[src/rtl/capar_pkg.sv]
`timescale 1ns/1ps
package capar_pkg;

    localparam int CODE_W = 3;
    localparam int MAX_PL = 8;
    localparam int PL_W   = $clog2(MAX_PL + 1);

    typedef enum logic [1:0] {
        MODE_OFF,
        MODE_ARMED,
        MODE_HELD
    } mode_e;

    typedef enum logic [1:0] {
        AL_IDLE,
        AL_WAIT,
        AL_LOW
    } alert_e;

    // Codes above 4 are reserved.
    function automatic logic code_legal(input logic [CODE_W-1:0] c);
        return c <= CODE_W'(4);
    endfunction

    function automatic logic [PL_W-1:0] pl_cycles(input logic [CODE_W-1:0] c);
        logic [PL_W-1:0] r;
        case (c)
            3'd1:    r = PL_W'(4);
            3'd2:    r = PL_W'(5);
            3'd3:    r = PL_W'(6);
            3'd4:    r = PL_W'(8);
            default: r = '0;
        endcase
        return r;
    endfunction

endpackage

[src/rtl/capar_parity.sv]
`timescale 1ns/1ps
module capar_parity #(
    parameter int FRAME_W = 26
) (
    input  logic               check_en,
    input  logic               fr_valid,
    input  logic [FRAME_W-1:0] fr_bits,
    input  logic               fr_par,
    output logic               par_err
);

    logic odd_ones;

    always_comb begin
        // even parity over the frame and its parity bit
        odd_ones = ^{fr_bits, fr_par};
        par_err  = check_en && fr_valid && odd_ones;
    end

endmodule

[src/rtl/capar_cfg_regs.sv]
`timescale 1ns/1ps
module capar_cfg_regs
    import capar_pkg::*;
(
    input  logic              clk,
    input  logic              rst_n,
    input  logic              cfg_wr,
    input  logic [CODE_W-1:0] cfg_code,
    input  logic              cfg_status,
    input  logic              cfg_persist,
    input  logic              par_err,
    output logic [CODE_W-1:0] code_q,
    output logic [CODE_W-1:0] code_nx,
    output logic              code_change,
    output logic              status_q,
    output logic              status_nx,
    output logic              persist_nx
);

    logic persist_q;
    logic accept;

    always_comb begin
        // only transitions through the disabled code are allowed
        accept = code_legal(cfg_code)
              && ((code_q == '0) || (cfg_code == '0) || (cfg_code == code_q));
        code_nx     = (cfg_wr && accept) ? cfg_code : code_q;
        code_change = (code_nx != code_q);
        persist_nx  = cfg_wr ? cfg_persist : persist_q;
        if (par_err) begin
            status_nx = 1'b1;
        end else if (cfg_wr && !cfg_status) begin
            status_nx = 1'b0;
        end else begin
            status_nx = status_q;
        end
    end

    always_ff @(posedge clk or negedge rst_n) begin
        if (!rst_n) begin
            code_q    <= '0;
            persist_q <= 1'b0;
            status_q  <= 1'b0;
        end else begin
            code_q    <= code_nx;
            persist_q <= persist_nx;
            status_q  <= status_nx;
        end
    end

endmodule

[src/rtl/capar_delay_line.sv]
`timescale 1ns/1ps
module capar_delay_line #(
    parameter int FRAME_W = 26,
    parameter int DEPTH   = 8,
    parameter int TAP_W   = $clog2(DEPTH + 1)
) (
    input  logic               clk,
    input  logic               rst_n,
    input  logic               flush,
    input  logic               in_valid,
    input  logic [FRAME_W-1:0] in_bits,
    input  logic [TAP_W-1:0]   tap,
    output logic               out_valid,
    output logic [FRAME_W-1:0] out_bits
);

    logic               vld_q  [DEPTH];
    logic [FRAME_W-1:0] bits_q [DEPTH];

    generate
        for (genvar i = 0; i < DEPTH; i++) begin : g_stage
            if (i == 0) begin : g_head
                always_ff @(posedge clk or negedge rst_n) begin
                    if (!rst_n) begin
                        vld_q[i]  <= 1'b0;
                        bits_q[i] <= '0;
                    end else begin
                        vld_q[i]  <= flush ? 1'b0 : in_valid;
                        bits_q[i] <= in_bits;
                    end
                end
            end else begin : g_body
                always_ff @(posedge clk or negedge rst_n) begin
                    if (!rst_n) begin
                        vld_q[i]  <= 1'b0;
                        bits_q[i] <= '0;
                    end else begin
                        vld_q[i]  <= flush ? 1'b0 : vld_q[i-1];
                        bits_q[i] <= bits_q[i-1];
                    end
                end
            end
        end
    endgenerate

    always_comb begin
        out_valid = in_valid;
        out_bits  = in_bits;
        for (int i = 0; i < DEPTH; i++) begin
            if (tap == TAP_W'(i + 1)) begin
                out_valid = vld_q[i];
                out_bits  = bits_q[i];
            end
        end
    end

endmodule

[src/rtl/capar_alert_fsm.sv]
`timescale 1ns/1ps
module capar_alert_fsm
    import capar_pkg::*;
#(
    parameter int ALERT_DLY = 2,
    parameter int ALERT_PW  = 48
) (
    input  logic clk,
    input  logic rst_n,
    input  logic trigger,
    input  logic abort,
    output logic alert_n
);

    localparam int CNT_MAX = (ALERT_DLY > ALERT_PW) ? ALERT_DLY : ALERT_PW;
    localparam int CNT_W   = $clog2(CNT_MAX + 1);

    alert_e           st_q, st_nx;
    logic [CNT_W-1:0] cnt_q, cnt_nx;

    always_ff @(posedge clk or negedge rst_n) begin
        if (!rst_n) begin
            st_q  <= AL_IDLE;
            cnt_q <= '0;
        end else begin
            st_q  <= st_nx;
            cnt_q <= cnt_nx;
        end
    end

    always_comb begin
        st_nx  = st_q;
        cnt_nx = cnt_q;
        unique case (st_q)
            AL_IDLE: begin
                if (trigger) begin
                    st_nx  = AL_WAIT;
                    cnt_nx = '0;
                end
            end
            AL_WAIT: begin
                if (cnt_q == CNT_W'(ALERT_DLY - 1)) begin
                    st_nx  = AL_LOW;
                    cnt_nx = '0;
                end else begin
                    cnt_nx = cnt_q + 1'b1;
                end
            end
            AL_LOW: begin
                if (cnt_q == CNT_W'(ALERT_PW - 1)) begin
                    st_nx  = AL_IDLE;
                    cnt_nx = '0;
                end else begin
                    cnt_nx = cnt_q + 1'b1;
                end
            end
            default: begin
                st_nx  = AL_IDLE;
                cnt_nx = '0;
            end
        endcase
        if (abort) begin
            st_nx  = AL_IDLE;
            cnt_nx = '0;
        end
    end

    always_comb begin
        alert_n = (st_q != AL_LOW);
    end

endmodule

[src/rtl/capar_gate.sv]
`timescale 1ns/1ps
module capar_gate
    import capar_pkg::*;
#(
    parameter int FRAME_W   = 26,
    parameter int LAT_W     = 5,
    parameter int ALERT_DLY = 2,
    parameter int ALERT_PW  = 48,
    localparam int SUM_W    = LAT_W + 2
) (
    input  logic               clk,
    input  logic               rst_n,
    input  logic               fr_valid,
    input  logic [FRAME_W-1:0] fr_bits,
    input  logic               fr_par,
    input  logic               cfg_wr,
    input  logic [2:0]         cfg_code,
    input  logic               cfg_status,
    input  logic               cfg_persist,
    input  logic [LAT_W-1:0]   add_lat,
    input  logic [LAT_W-1:0]   cas_lat,
    input  logic [LAT_W-1:0]   cas_wr_lat,
    output logic               cmd_valid,
    output logic [FRAME_W-1:0] cmd_bits,
    output logic               alert_n,
    output logic               err_status,
    output logic [FRAME_W:0]   err_frame,
    output logic [2:0]         lat_code,
    output logic [SUM_W-1:0]   rd_lat,
    output logic [SUM_W-1:0]   wr_lat
);

    mode_e              mode_q, mode_nx;
    logic               check_en;
    logic               par_err;
    logic [CODE_W-1:0]  code_q, code_nx;
    logic               code_change;
    logic               status_q, status_nx, persist_nx;
    logic [PL_W-1:0]    pl_now;
    logic [FRAME_W:0]   err_frame_q;
    logic               keep_held;

    assign check_en = (mode_q == MODE_ARMED);
    assign pl_now   = pl_cycles(code_q);

    capar_parity #(.FRAME_W(FRAME_W)) u_parity (
        .check_en (check_en),
        .fr_valid (fr_valid),
        .fr_bits  (fr_bits),
        .fr_par   (fr_par),
        .par_err  (par_err)
    );

    capar_cfg_regs u_cfg (
        .clk         (clk),
        .rst_n       (rst_n),
        .cfg_wr      (cfg_wr),
        .cfg_code    (cfg_code),
        .cfg_status  (cfg_status),
        .cfg_persist (cfg_persist),
        .par_err     (par_err),
        .code_q      (code_q),
        .code_nx     (code_nx),
        .code_change (code_change),
        .status_q    (status_q),
        .status_nx   (status_nx),
        .persist_nx  (persist_nx)
    );

    capar_delay_line #(
        .FRAME_W (FRAME_W),
        .DEPTH   (MAX_PL),
        .TAP_W   (PL_W)
    ) u_delay (
        .clk       (clk),
        .rst_n     (rst_n),
        .flush     (code_change),
        .in_valid  (fr_valid && !par_err),
        .in_bits   (fr_bits),
        .tap       (pl_now),
        .out_valid (cmd_valid),
        .out_bits  (cmd_bits)
    );

    capar_alert_fsm #(
        .ALERT_DLY (ALERT_DLY),
        .ALERT_PW  (ALERT_PW)
    ) u_alert (
        .clk     (clk),
        .rst_n   (rst_n),
        .trigger (par_err),
        .abort   (mode_nx == MODE_OFF),
        .alert_n (alert_n)
    );

    // mode state register
    always_ff @(posedge clk or negedge rst_n) begin
        if (!rst_n) begin
            mode_q <= MODE_OFF;
        end else begin
            mode_q <= mode_nx;
        end
    end

    // mode next-state logic
    always_comb begin
        keep_held = status_nx && !persist_nx;
        mode_nx   = mode_q;
        unique case (mode_q)
            MODE_OFF: begin
                if (code_nx != '0) begin
                    mode_nx = keep_held ? MODE_HELD : MODE_ARMED;
                end
            end
            MODE_ARMED: begin
                if (code_nx == '0) begin
                    mode_nx = MODE_OFF;
                end else if (keep_held) begin
                    mode_nx = MODE_HELD;
                end
            end
            MODE_HELD: begin
                if (code_nx == '0) begin
                    mode_nx = MODE_OFF;
                end else if (!keep_held) begin
                    mode_nx = MODE_ARMED;
                end
            end
            default: mode_nx = MODE_OFF;
        endcase
    end

    // capture of the failing frame
    always_ff @(posedge clk or negedge rst_n) begin
        if (!rst_n) begin
            err_frame_q <= '0;
        end else if (par_err) begin
            err_frame_q <= {fr_par, fr_bits};
        end
    end

    // outputs
    always_comb begin
        lat_code   = code_q;
        err_status = status_q;
        err_frame  = err_frame_q;
        rd_lat     = SUM_W'(add_lat) + SUM_W'(cas_lat) + SUM_W'(pl_now);
        wr_lat     = SUM_W'(add_lat) + SUM_W'(cas_wr_lat) + SUM_W'(pl_now);
    end

endmodule

[config.mk]
export PLATFORM = sky130hd
export DESIGN_NAME = capar_gate
export DESIGN_NICKNAME = d
export VERILOG_FILES = /design/src/rtl/capar_pkg.sv /design/src/rtl/capar_parity.sv /design/src/rtl/capar_cfg_regs.sv /design/src/rtl/capar_delay_line.sv /design/src/rtl/capar_alert_fsm.sv /design/src/rtl/capar_gate.sv
export SDC_FILE = /design/constraint.sdc
export NUM_CORES = 1
export LEC_CHECK = 0
export ABC_AREA = 1
export BUFFER_PORTS_ARGS = -buffer_cell sky130_fd_sc_hd__buf_2
export CORE_MARGIN = 2
export CORE_UTILIZATION = 61
export CTS_CLUSTER_SIZE = 16
export DETAILED_ROUTE_END_ITERATION = 7
export PLACE_DENSITY = 0.88
export SYNTH_ARGS = -nofsm -noshare
export SYNTH_HDL_FRONTEND = slang
export SYNTH_SLANG_ARGS = --single-unit
[constraint.sdc]
create_clock -name clk -period 4.9 [get_ports clk]
set_clock_uncertainty 0.05 [all_clocks]
set_input_delay 0 -clock clk [delete_from_list [all_inputs] [get_ports clk]]
set_output_delay 0 -clock clk [all_outputs]
set_load 0.02 [all_outputs]
---- Word-level counts from Yosys, hierarchy flattened ----
Index checks and enable logic that the tools add are counted.
cells by class
  magnitude comparators ................... 1
  add/subtract/negate cells ............... 5
  equality and inequality tests ........... 24
  reduce and logical (&&, ||, !) cells .... 21
  mux-type cells .......................... 46
operators by type and width
  cell                                                                     count
  26-bit two-way mux                                                       8
  27-bit XOR reduction                                                     1
  6-bit two-way mux                                                        4
  2-bit two-way mux                                                        10
  1-bit two-way mux                                                        19
  6-bit case mux with 3 select lines                                       1
  4-bit by 3-bit equality test with 1-bit output, second input constant    4
  4-bit case mux with 4 select lines                                       1
  6-bit by 4-bit adder with 7-bit output                                   2
  5-bit by 5-bit adder with 6-bit output                                   2
  2-bit case mux with 3 select lines                                       2
  3-bit zero test                                                          3
  4-bit by 2-bit equality test with 1-bit output, second input constant    2
  1-bit logical AND                                                        7
  6-bit by 1-bit adder with 6-bit output, second input constant            1
  3-bit by 2-bit equality test with 1-bit output, second input constant    2
  6-bit by 1-bit equality test with 1-bit output, second input constant    1
  6-bit equality test, second input constant                               1
  2-bit zero test                                                          3
  3-bit by 1-bit inequality test with 1-bit output, second input constant  2
  2-bit by 1-bit equality test with 1-bit output, second input constant    2
  2-bit equality test, second input constant                               2
  4-bit by 1-bit equality test with 1-bit output, second input constant    1
  4-bit equality test, second input constant                               1
  12 further kinds                                                         15
word-level totals
  word-level logic and storage cells ...... 120
  output and inout bits ................... 73
  bits in registers ....................... 258

---- Depth between registers and ports, before layout ----
Gate-level depths: netlist of the first run.
  depth in word-level cells ............... 13
  depth in mapped cells ................... 19
  mapped depth without buffers ............ 18

---- Hierarchy ----
A second synthesis of the first run with hierarchy kept.
unflattened totals
  cells, all modules ...................... 1302
  area total of the unflattened synthesis .. 11652.4 µm²
modules (own cells, without submodules)
  module            cells each  times used  area an instance (µm²)
  capar_delay_line  872         1           8324.2
  capar_gate        159         1           1815.5
  capar_parity      147         1           616.8
  capar_alert_fsm   80          1           583.1
  capar_cfg_regs    44          1           312.8

---- Worst setup path before layout of the first run ----
Ideal clock, no wire load.
  kind .................................... flip-flop to output port
  start ................................... register u_cfg.code_q[2]
  end ..................................... output port rd_lat[5]
  buffers on the path ..................... 2
  stages on the path, launching flop included .. 14
  slack ................................... 2.006 ns
  data arrival time ....................... 2.844 ns
  path through ............................ dfrtp_1 buf_6 nor2_1 inv_1 nor2_1 inv_2 clkbuf_1 fa_1 inv_1 ha_1 inv_1 fa_1 o21a_1 xor2_1
on the way
  cells in the longest elaborated chain, start to end .. 3
  elaborated cells between the ends (all ways) .. 6
  those cells by class .................... add/sub (1); eq/ne (4); mux (1)
RTL lines
  what                                         RTL line              text
  start: declaration                           capar_cfg_regs.sv:12  output logic [CODE_W-1:0] code_q,
  start signal: assignment                     capar_cfg_regs.sv:45  code_q <= code_nx;
  3-bit equality test (tied with other cells)  capar_pkg.sv:27       case (c)
  4-bit case mux with 4 select lines (*)       capar_pkg.sv:27
  6-bit by 4-bit adder with 7-bit output (*)   capar_gate.sv:147     rd_lat = SUM_W'(add_lat) + SUM_W'(cas_lat) + SUM_W'(pl_now);
  end: declaration                             capar_gate.sv:29      output logic [SUM_W-1:0] rd_lat,
Mark *: on every way between the ends. The rest lies on a longest branch, timed or not.

---- Worst setup path in the final report of the first run ----
  start ................................... register u_cfg.code_q[1]
  end ..................................... output port wr_lat[6]
on the way
  cells in the longest elaborated chain, start to end .. 3
  elaborated cells between the ends (all ways) .. 6
  those cells by class .................... add/sub (1); eq/ne (4); mux (1)
RTL lines
  what                                         RTL line           text
  3-bit equality test (tied with other cells)  capar_pkg.sv:27
  4-bit case mux with 4 select lines (*)       capar_pkg.sv:27
  6-bit by 4-bit adder with 7-bit output (*)   capar_gate.sv:148  wr_lat = SUM_W'(add_lat) + SUM_W'(cas_wr_lat) + SUM_W'(pl_now);
  end: declaration                             capar_gate.sv:30   output logic [SUM_W-1:0] wr_lat
Marked as above.

==> results.txt, run 1 <==
----------------------------------------------------
[Logic synthesis]
  Synth Area in Simple Gates ... 14.7%
  Number of enable-type register cells in the synthesized netlist ... 0
  Net count after synthesis ... 947
  Fraction of the mapped netlist area in adder cells ... 4.19%
  Most frequently used flop master after synthesis ... dfrtp_1
  Top post-synthesis cells by area ... dfrtp_1 68%, nand2_1 10%, o211ai_1 3.5%, inv_1 3.1%, fa_1 2.1%
  Most common cell in the netlist ... dfrtp_1
  Complex-gate fraction of the synthesized area ... 7.73%
  Flip-flop and latch count after synthesis ... 258
  Avg Synthesized Cell Area ... 11.0 µm²
  Count of cell types in the netlist ... 35
  Commonest cells post-synth ... 258 x dfrtp_1, 255 x nand2_1, 78 x inv_1
  Xor and xnor fraction of the mapped netlist area ... 1.47%
  Total of warnings raised by yosys ... 0
  Combined area of all synthesized cells ... 9560 µm²
  Main combinational cell family by area after synthesis ... simple AND/OR/NAND/NOR gates
  Synthesized instance count ... 870
  Top cell type by total area after synthesis ... dfrtp_1
  Mux cell area share after synthesis ... 0%
  Sequential area share after synthesis ... 67.5%
  Fraction of registers with async set/reset ... 100%
  Fraction of post-synthesis cell area in the top cell type by area ... 67.5%

[Pwr]
  Internal power ... 0.00428 W
  Part of the power in the clock network ... 28.9%
  Switching Fraction ... 37.6%
  Comb power frac ... 34.1%
  Power per unit of standard cell area ... 590 nW/µm²
  Sequential Power Share ... 37.0%
  Overall power of the completed layout ... 0.00686 W
  VDD IR max ... 0.354 mV
  Net Switching ... 0.00258 W
  Leakage power figure ... 5.79 nW

[Critical path]
  Top Family by Delay on Critical Path ... simple AND/OR/NAND/NOR gates
  Category of the most critical setup path ... reg -> out
  Required time at the endpoint of the critical path ... 4.85 ns
  Longest individual stage delay on the worst path ... 0.59 ns
  Worst Reg2Reg Path Length in Cells ... 5
  Critical path peak fanout ... 53
  Crit path arrival time ... 3.96 ns
  Count of cell instances traversed by the critical path ... 12
  Category of the worst setup path capture point ... output pin
  Cell occurring most often along the worst timing path ... nor2_1
  Standard cell with the maximum stage delay on the critical path ... nand2_2
  Sum of buffers and inverters on the critical path ... 3
  Startpoint types ... flip-flop
  Worst-path cell chain ... nor2_1, nand2_2, inv_1, fa_1, ha_1, a21oi_1, inv_1, a31oi_1, nor2_1, nor2_1, nor2_1, buf_2

[Finish]
  Final std cell area, no fill ... 11600 µm²
  Final standard cell count with taps included and fillers excluded ... 1266
  Fraction of layout cells with a size suffix above 1 ... 17.4%
  Layout overhead on the synthesized area ... 21.5%
  Final #Nets ... 1113
  Filler instances ... 881

[Clock tree]
  Number of clock buffers inserted by TritonCTS ... 25
  Clock slew at reported path FFs ... 0.07 ns
  Clock tree from TritonCTS ... yes
  Clk buf depth ... 3
  Clk_lat worst skew ... 0.52 ns
  Buffer type at the clock tree root ... clkbuf_16
  H-Tree Level Count ... 1
  Clock sink count ... 258
  # resized after CTS ... 0

[Drt]
  Mean routed wirelength per cell ... 19.0 µm
  Post-route antenna net violation count ... 0
  Violation count after the first detailed-routing iteration ... 644
  Number of DRC violations after detailed routing ... 0
  Iteration count of the initial detailed-routing pass ... 6
  Via density ... 5.53
  Via count ... 6997
  Aggregate routed wire length ... 24100 µm

[STA]
  RSZ-0062 raised after global routing ... no
  Max-slew violation count ... 0
  Worst slack on hold paths ... 0.103 ns
  Transition time of the tightest slew-check pin ... 1.15 ns
  Number of endpoints with negative hold slack in the final report ... 0
  Highest achievable clock rate ... 250 MHz
  Minimum clock period after layout ... 4.01 ns
  Headroom to the max-slew limit ... 23.1%
  Crit share post-route ... 81.8%
  Post-route setup TNS ... 0 ns
  Final setup fails ... 0

[Placed design]
  Area of placed instances ... 10400 µm²
  Cell count after placement ... 1182
  Number of buffers added on ports ... 123
  Gp weighted congestion ... 0.841
  Detail Placement HPWL ... 13400 µm

[Global routing]
  Gr ovfl total ... 0
  Vias in the first global route ... 7246
  Maximum number of pins on one net before global-route repair ... 131
  Global-route wire length before repair ... 38200 µm
  Total GRT Usage ... 29.8%
  Antenna violations before repair ... 1

[Floorplanning]
  Standard-cell rows ... 45
  I/O pin count ... 124
  Effective utilization at floorplan ... 62.7%
  Core Box Area ... 15300 µm²
  Die area ... 16700 µm²
  Vertical die dimension ... 129 µm
  Horizontal extent of the die ... 129 µm

[Worst hold path]
  Worst min-delay path category ... in -> async

[Outcome]
  Run status ... complete, no violations

[Job]
  Max capacitance violation total ... 0

----------------------------------------------------
[registers in the layout, summed over array words and instances, names as in the netlist]
| register | count |
|---|---|
| u_delay.bits_q | 208 |
| mode_q | 2 |
| u_alert.st_q | 2 |
| err_frame | 27 |
| u_cfg.code_q | 3 |
| u_cfg.status_q | 1 |
| u_alert.cnt_q | 6 |
| u_cfg.persist_q | 1 |
| u_delay.vld_q | 8 |
[cells in the final DEF (no fill, tap or decap), types with 4 or more instances in the layout]
cell,n
buf_2,122
o21ai_0,27
xnor2_1,8
nand2_2,4
ha_1,16
dlygate4sd3_1,38
o211ai_1,45
clkbuf_1,4
inv_1,78
a31oi_1,28
a21oi_1,9
inv_2,4
nand2_1,254
clkbuf_16,25
nand3_1,22
dfrtp_1,258
clkbuf_8,8
nor2_1,53
fa_1,10
xor2_1,8
[path summary, 6_finish.rpt]
| kind | start | to | slack [ns] |
|---|---|---|---|
| min | rst_n | err_frame[10] | 0.10 |
| min reg2reg | u_delay.bits_q[189] | u_delay.bits_q[163] | 0.29 |
| max in group asynchronous | rst_n | u_delay.bits_q[76] | 3.51 |
| max | u_cfg.code_q[1] | wr_lat[6] | 0.89 |
| min in group clk | fr_bits[5] | u_delay.bits_q[187] | 0.11 |
| max reg2reg | mode_q[1] | u_delay.vld_q[7] | 2.11 |
[repair_timing]
action	CTS	global route
hold buffers	38	0
endpoints found under the hold margin	190	0
setup endpoints to repair	0	0
buffers inserted	0	0
[routing by layer]
| metal | track usage (%) | vias up | share of wire (%) |
|---|---|---|---|
| met3 | 5.20 | 93 | 7.0 |
| met2 | 48.3 | 339 | 48 |
| met5 | 0 | - | 0 |
| met4 | 11.8 | 0 | 4.2 |
| met1 | 41.2 | 3449 | 40 |
| li1 | - | 3116 | - |
[through the flow]
stage                     utilization (%)  worst slack (ns)
after CTS                            76.1             0.963
after global routing                 76.1             0.605
after floorplan                         -              2.01
after global placement               68.0              1.72
final                                76.1             0.894
after detailed placement             68.0              1.58
[cell families (layout without fill, tap and decap cells)]
group | after synthesis | in the layout
flip-flops | 258 | 258
adder cells (fa/ha/maj) | 26 | 26
AND/OR/NAND/NOR | 348 | 348
AO/OA/AOI/OAI | 114 | 114
other | 0 | 1
buffers and inverters | 108 | 292
XOR/XNOR | 16 | 16
[power by group through the flow]
stage	clock network [W]	logic, W	registers (W)
after global routing	0.00209	0.00255	0.00256
after detailed placement	0	0.00221	0.00256
after floorplan	0	0.00134	0.00267
after CTS	0.00198	0.00230	0.00253
final	0.00198	0.00234	0.00254
after global placement	0	0.00213	0.00254
[layout make-up]
class                      instances  area [µm²]  area share, %
clock buffer                      37         751           6.46
clock inverter                     8         103          0.883
inverter                          83         312           2.68
antenna                            1        2.50         0.0215
timing repair buffer             164        1040           8.96
tap                              211         264           2.27
sequential                       258        6460           55.6
multi-input combinational        504        2690           23.2
Power figures use the tool's default switching activity.
==> inputs of run 2 (changes only) <==
--- a/config.mk
+++ b/config.mk
@@ -8,10 +8,10 @@
 export ABC_AREA = 1
 export BUFFER_PORTS_ARGS = -buffer_cell sky130_fd_sc_hd__buf_2
 export CORE_MARGIN = 2
-export CORE_UTILIZATION = 61
+export CORE_UTILIZATION = 57
 export CTS_CLUSTER_SIZE = 16
 export DETAILED_ROUTE_END_ITERATION = 7
-export PLACE_DENSITY = 0.88
+export PLACE_DENSITY = 0.83
 export SYNTH_ARGS = -nofsm -noshare
 export SYNTH_HDL_FRONTEND = slang
 export SYNTH_SLANG_ARGS = --single-unit
==> constraint.sdc (replaced) <==
create_clock -name clk -period 3.9 [get_ports clk]
set_clock_uncertainty 0.05 [all_clocks]
set_input_delay 0 -clock clk [delete_from_list [all_inputs] [get_ports clk]]
set_output_delay 0 -clock clk [all_outputs]
set_load 0.02 [all_outputs]
==> results.txt, run 2 (synthesis gave the netlist of run 1 again) <==
----------------------------------------------------
[Floorplanning]
  Effective utilization at floorplan ... 58.1%
  I/O pin count ... 124
  Core Box Area ... 16500 µm²
  Vertical die dimension ... 134 µm
  Horizontal extent of the die ... 134 µm
  Standard-cell rows ... 47
  Die area ... 17800 µm²

[Worst hold path]
  Worst min-delay path category ... in -> reg

[Placed design]
  Number of buffers added on ports ... 123
  Detail Placement HPWL ... 13500 µm
  Gp weighted congestion ... 0.829
  Cell count after placement ... 1197

[STA]
  Max-slew violation count ... 0
  Post-route setup TNS ... 0 ns
  Number of endpoints with negative hold slack in the final report ... 0
  Worst slack on hold paths ... 0.114 ns
  RSZ-0062 raised after global routing ... no
  Headroom to the max-slew limit ... 29.6%
  Final setup fails ... 0
  Minimum clock period after layout ... 3.49 ns
  Transition time of the tightest slew-check pin ... 1.06 ns
  Highest achievable clock rate ... 286 MHz
  Crit share post-route ... 89.5%

[Global routing]
  Antenna violations before repair ... 0
  Global-route wire length before repair ... 35500 µm
  Vias in the first global route ... 6994
  Gr ovfl total ... 0
  Total GRT Usage ... 25.2%
  Maximum number of pins on one net before global-route repair ... 146

[Critical path]
  Category of the worst setup path capture point ... output pin
  Startpoint types ... flip-flop
  Required time at the endpoint of the critical path ... 3.85 ns
  Crit path arrival time ... 3.44 ns
  Critical path peak fanout ... 27
  Category of the most critical setup path ... reg -> out

[Finish]
  Filler instances ... 1101
  Most common cell after layout, fill and taps aside ... dfrtp_1
  Layout overhead on the synthesized area ... 21.3%
  Final standard cell count with taps included and fillers excluded ... 1281
  Fraction of layout cells with a size suffix above 1 ... 17.4%
  Sequential Area ... 6460 µm²
  Top register by number of flip-flops ... u_delay.bits_q
  Most frequent cells in the layout ... 258 x dfrtp_1, 254 x nand2_1, 122 x buf_2
  Number of flip-flops under the largest register name ... 208
  Multi-input combinational cell area ... 2690 µm²
  Final #Nets ... 1119

[Clock tree]
  Buffer type at the clock tree root ... clkbuf_16
  Clock tree from TritonCTS ... yes
  Post-CTS setup buffer count ... 0
  Clk_lat worst skew ... 0.52 ns
  Clock sink count ... 258
  Number of clock buffers inserted by TritonCTS ... 25
  H-Tree Level Count ... 1
  Clock slew at reported path FFs ... 0.06 ns
  Clk buf depth ... 3

[Pwr]
  VDD IR max ... 0.439 mV
  Leakage power figure ... 5.78 nW
  Power per unit of standard cell area ... 720 nW/µm²

[Job]
  Max capacitance violation total ... 0

[Drt]
  Number of DRC violations after detailed routing ... 0
  Mean routed wirelength per cell ... 17.0 µm
  Violation count after the first detailed-routing iteration ... 528
  Via density ... 5.24
  Aggregate routed wire length ... 21800 µm
  Iteration count of the initial detailed-routing pass ... 5
  Post-route antenna net violation count ... 0
  Via count ... 6712

[Outcome]
  Run status ... complete, no violations

----------------------------------------------------
[run 2: layer usage]
layer / global-route usage (%) / wire length (µm) / vias to the layer above
met1: 34.7 / 9150 / 3322
met4: 8.81 / 633 / 0
met2: 41.3 / 10800 / 210
met3: 4.38 / 1160 / 58
met5: 0 / 0 / -
li1: - / - / 3122
[run 2: worst paths after layout]
check,start,end,slack [ns],depth (start not counted)
worst min register to register,u_delay.bits_q[207],u_delay.bits_q[181],0.29,0
min in group asynchronous,rst_n,err_frame[7],0.16,2
worst max register to register,u_cfg.code_q[1],u_alert.cnt_q[5],1.52,14
max in group asynchronous,rst_n,u_delay.bits_q[67],2.58,3
worst max-delay path,u_cfg.code_q[1],cmd_bits[8],0.41,9
worst min-delay path,fr_bits[7],u_delay.bits_q[189],0.11,2
[run 2: worst max-delay path: stages, from the launching register on]
cell and delay [ns]:
dfrtp_1 0.47, inv_1 0.12, nor2_1 0.15, inv_1 0.10
nor2_2 0.21, buf_4 0.37, clkinv_1 0.75, o211ai_1 0.40
a31oi_1 0.15, buf_2 0.20
[run 2: area by class of cell]
class | count | area share (%)
inverter | 83 | 2.69
antenna | 1 | 0.0216
clock inverter | 6 | 0.561
tap | 220 | 2.37
clock buffer | 39 | 6.28
sequential | 258 | 55.6
timing repair buffer | 170 | 9.25
multi-input combinational | 504 | 23.2
[run 2: where the power goes]
| group | internal [W] | leakage [nW] | switching (W) |
|---|---|---|---|
| Combinational | 0.000928 | 2.35 | 0.00193 |
| Sequential | 0.00299 | 3.05 | 0.000184 |
| Clock | 0.00135 | 0.385 | 0.000969 |
| Total | 0.00527 | 5.78 | 0.00309 |
[run 2: repair_timing]
item / CTS / global route
gates resized for setup: 0 / 0
hold buffers: 38 / 0
hold endpoints to repair: 202 / 0
[run 2: through the flow]
step           total power [W]  setup WS [ns]  cell area (µm²)  utilization (%)
2_1_floorplan          0.00504           1.01             9560                -
3_3_place_gp           0.00588           1.19            10400             63.3
3_5_place_dp           0.00598           1.03            10400             63.3
4_1_cts                0.00838          0.452            11600             70.4
5_1_grt                0.00880          0.214            11600             70.4
6_report               0.00836          0.409            11600             70.5
==> inputs of run 3 (changes only) <==
--- a/config.mk
+++ b/config.mk
@@ -8,10 +8,12 @@
 export ABC_AREA = 1
 export BUFFER_PORTS_ARGS = -buffer_cell sky130_fd_sc_hd__buf_2
 export CORE_MARGIN = 2
-export CORE_UTILIZATION = 57
+export CORE_UTILIZATION = 61
+export CTS_BUF_LIST = sky130_fd_sc_hd__clkbuf_4 sky130_fd_sc_hd__clkbuf_8
 export CTS_CLUSTER_SIZE = 16
 export DETAILED_ROUTE_END_ITERATION = 7
-export PLACE_DENSITY = 0.83
+export PLACE_DENSITY = 0.86
 export SYNTH_ARGS = -nofsm -noshare
 export SYNTH_HDL_FRONTEND = slang
+export SYNTH_HIERARCHICAL = 1
 export SYNTH_SLANG_ARGS = --single-unit
==> results.txt, run 3 <==
----------------------------------------------------
[Finish]
  Final #Nets ... 1556
  Most frequent cells in the layout ... 347 x nand2_1, 258 x dfrtp_1, 196 x inv_1
  Number of flip-flops under the largest register name ... 208
  Fraction of layout cells with a size suffix above 1 ... 18.8%
  Filler instances ... 1247
  Top register by number of flip-flops ... u_delay/bits_q
  Most common cell after layout, fill and taps aside ... nand2_1
  Layout overhead on the synthesized area ... 17.7%
  Diode count ... 0

[Logic synthesis]
  Synthesized instance count ... 1302
  Commonest cells post-synth ... 348 x nand2_1, 258 x dfrtp_1, 197 x inv_1
  Number of enable-type register cells in the synthesized netlist ... 0
  Total of warnings raised by yosys ... 6
  Count of cell types in the netlist ... 38
  Top post-synthesis cells by area ... dfrtp_1 55%, nand2_1 11%, inv_1 6.3%, nand3_1 5.6%, mux2_4 2.4%
  Avg Synthesized Cell Area ... 8.95 µm²
  Fraction of registers with async set/reset ... 100%
  Most common cell in the netlist ... nand2_1
  Combined area of all synthesized cells ... 11700 µm²
  Top cell type by total area after synthesis ... dfrtp_1
  Net count after synthesis ... 1379
  Sequential area share after synthesis ... 55.4%
  Flip-flop and latch count after synthesis ... 258
  Fraction of post-synthesis cell area in the top cell type by area ... 55.4%
  Most frequently used flop master after synthesis ... dfrtp_1

[Worst hold path]
  Worst min-delay path category ... in -> async

[STA]
  Number of endpoints with negative hold slack in the final report ... 0
  Minimum clock period after layout ... 3.58 ns
  Setup slack after layout ... 0.318 ns
  Post-route setup TNS ... 0 ns
  Headroom to the max-slew limit ... 42.6%
  Crit share post-route ... 91.8%
  RSZ-0062 raised after global routing ... no
  Final setup fails ... 0
  Transition time of the tightest slew-check pin ... 0.862 ns
  Max-slew violation count ... 0
  Highest achievable clock rate ... 279 MHz

[Critical path]
  Standard cell with the maximum stage delay on the critical path ... dfrtp_1
  Top Family by Delay on Critical Path ... simple AND/OR/NAND/NOR gates
  Sum of buffers and inverters on the critical path ... 6
  Required time at the endpoint of the critical path ... 3.85 ns
  Longest individual stage delay on the worst path ... 0.44 ns
  Cell occurring most often along the worst timing path ... nand2_1
  Critical path peak fanout ... 28
  Worst-path cell chain ... inv_1, nand3_1, inv_1, buf_4, inv_2, nor2_2, buf_4, nand2_4, nand2_1, nand3_1, nand2_1, nand3_1, nand3_1, nand2_1, nand2_1, nand2_1, o21ai_0, buf_2
  Crit path arrival time ... 3.53 ns
  Category of the worst setup path capture point ... output pin
  Startpoint types ... flip-flop
  Category of the most critical setup path ... reg -> out

[Clock tree]
  H-Tree Level Count ... 2
  Clk buf depth ... 3
  Buffer type at the clock tree root ... clkbuf_8
  Clock slew at reported path FFs ... 0.06 ns
  Number of clock buffers inserted by TritonCTS ... 40
  Clk_lat worst skew ... 0.55 ns
  Clock sink count ... 258
  Clock tree from TritonCTS ... yes

[Pwr]
  Comb power frac ... 46.1%
  Net Switching ... 0.00434 W
  Internal power ... 0.00585 W
  Leakage power figure ... 7.23 nW
  VDD IR max ... 0.539 mV
  Power per unit of standard cell area ... 743 nW/µm²
  Sequential Power Share ... 31.4%
  Part of the power in the clock network ... 22.4%
  Switching Fraction ... 42.6%

[Floorplanning]
  Standard-cell rows ... 50
  Horizontal extent of the die ... 142 µm
  Core Box Area ... 18700 µm²
  I/O pin count ... 124
  Die area ... 20200 µm²
  Effective utilization at floorplan ... 62.3%
  Vertical die dimension ... 142 µm

[Drt]
  Post-route antenna net violation count ... 0
  Via density ... 5.20
  Violation count after the first detailed-routing iteration ... 673
  Via count ... 9067
  Iteration count of the initial detailed-routing pass ... 5
  Aggregate routed wire length ... 25300 µm
  Mean routed wirelength per cell ... 14.5 µm
  Number of DRC violations after detailed routing ... 0

[Placed design]
  Post-place setup slack ... 0.668 ns
  Number of buffers added on ports ... 123
  Detail Placement HPWL ... 16900 µm
  Gp weighted congestion ... 0.830

[Global routing]
  Gr ovfl total ... 0
  Total GRT Usage ... 26.3%
  Antenna violations before repair ... 0
  Maximum number of pins on one net before global-route repair ... 119
  Vias in the first global route ... 9212
  Global-route wire length before repair ... 42900 µm

[Outcome]
  Run status ... complete, no violations

[Job]
  Max capacitance violation total ... 0

----------------------------------------------------
## run 3: final cells by class
class / instances / area (µm²) / area share, %
clock buffers: 61 / 758 / 5.53
flip-flops and latches: 258 / 6460 / 47.1
inverters: 209 / 788 / 5.75
repair buffers: 183 / 1200 / 8.72
repair inverters: 1 / 7.51 / 0.0547
multi-input cells: 786 / 4160 / 30.3
clock inverters: 10 / 62.6 / 0.456
well taps: 234 / 293 / 2.13
## run 3: power groups by stage
stage / logic (W) / clock network (W) / registers (W)
floorplan: 0.00306 / 0 / 0.00340
global placement: 0.00440 / 0 / 0.00321
detailed placement: 0.00456 / 0 / 0.00323
CTS: 0.00466 / 0.00232 / 0.00319
global route: 0.00518 / 0.00244 / 0.00324
finish: 0.00470 / 0.00229 / 0.00320
## run 3: worst reg2reg max path, stage by stage (launching register included)
cell and delay, ns:
dfrtp_1 0.46, inv_1 0.09, nand2_1 0.08, o21ai_1 0.10
inv_2 0.09, nand2_4 0.07, nand3_1 0.06, dlygate4sd3_1 0.56
nand2_1 0.07, nor2_1 0.11, nand2_1 0.07, nand2_1 0.18
nor2_2 0.06, nand2_2 0.18, nand2_1 0.12, nor2_1 0.11
nand3_1 0.07, nand2_1 0.06, nor2_1 0.04
## run 3: timing repair
| action | 4_1_cts | 5_1_grt |
|---|---|---|
| resized for setup | 0 | 4 |
| hold endpoints to repair | 176 | 0 |
| buffers inserted | 0 | 0 |
| hold buffers | 43 | 0 |
| endpoints found under the setup margin | 0 | 27 |
## run 3: layer usage
metal  part of all wire, %  wire (µm)  vias up  global-route usage (%)
met5                     0          0        -                       0
met4                   1.9        478        0                    7.32
met3                   5.1       1290       47                    5.35
met2                    50      12800      290                    45.0
met1                    43      10800     4320                    34.4
li1                      -          -     4410                       -
## run 3: final timing paths
kind | startpoint | end | slack, ns | cells after the start
max | u_cfg/code_q[0] | cmd_valid | 0.32 | 18
min | rst_n | u_delay/bits_q[48] | 0.04 | 2
max reg2reg | u_cfg/code_q[2] | u_alert/cnt_q[5] | 1.15 | 18
min reg2reg | u_delay/bits_q[193] | u_delay/bits_q[167] | 0.31 | 0
max in group asynchronous | rst_n | u_delay/bits_q[25] | 2.73 | 3
min in group clk | fr_bits[22] | u_delay/bits_q[204] | 0.12 | 2
## run 3: per-stage QoR
stage                     power (W)  hold slack, ns  cell area (µm²)  std cells  utilization, %
after floorplan             0.00646          -0.346            11700       1302               -
after global placement      0.00761          0.0699            12400       1627            66.5
after detailed placement    0.00779          0.0774            12400       1627            66.5
after CTS                    0.0102          0.0847            13700       1741            73.2
after global routing         0.0109           0.117            13700       1742            73.3
final                        0.0102          0.0441            13700       1742            73.3
## run 3: cells by family after synthesis
| logic type | share of synthesized area [%] |
|---|---|
| adders and majority gates | 3.44 |
| xor gates and xnor gates | 0.977 |
| DFF | 55.4 |
| AOI/OAI and AO/OA | 5.78 |
| muxes | 3.22 |
| buffers and inverters | 9.08 |
| and+or+nand+nor | 22.1 |
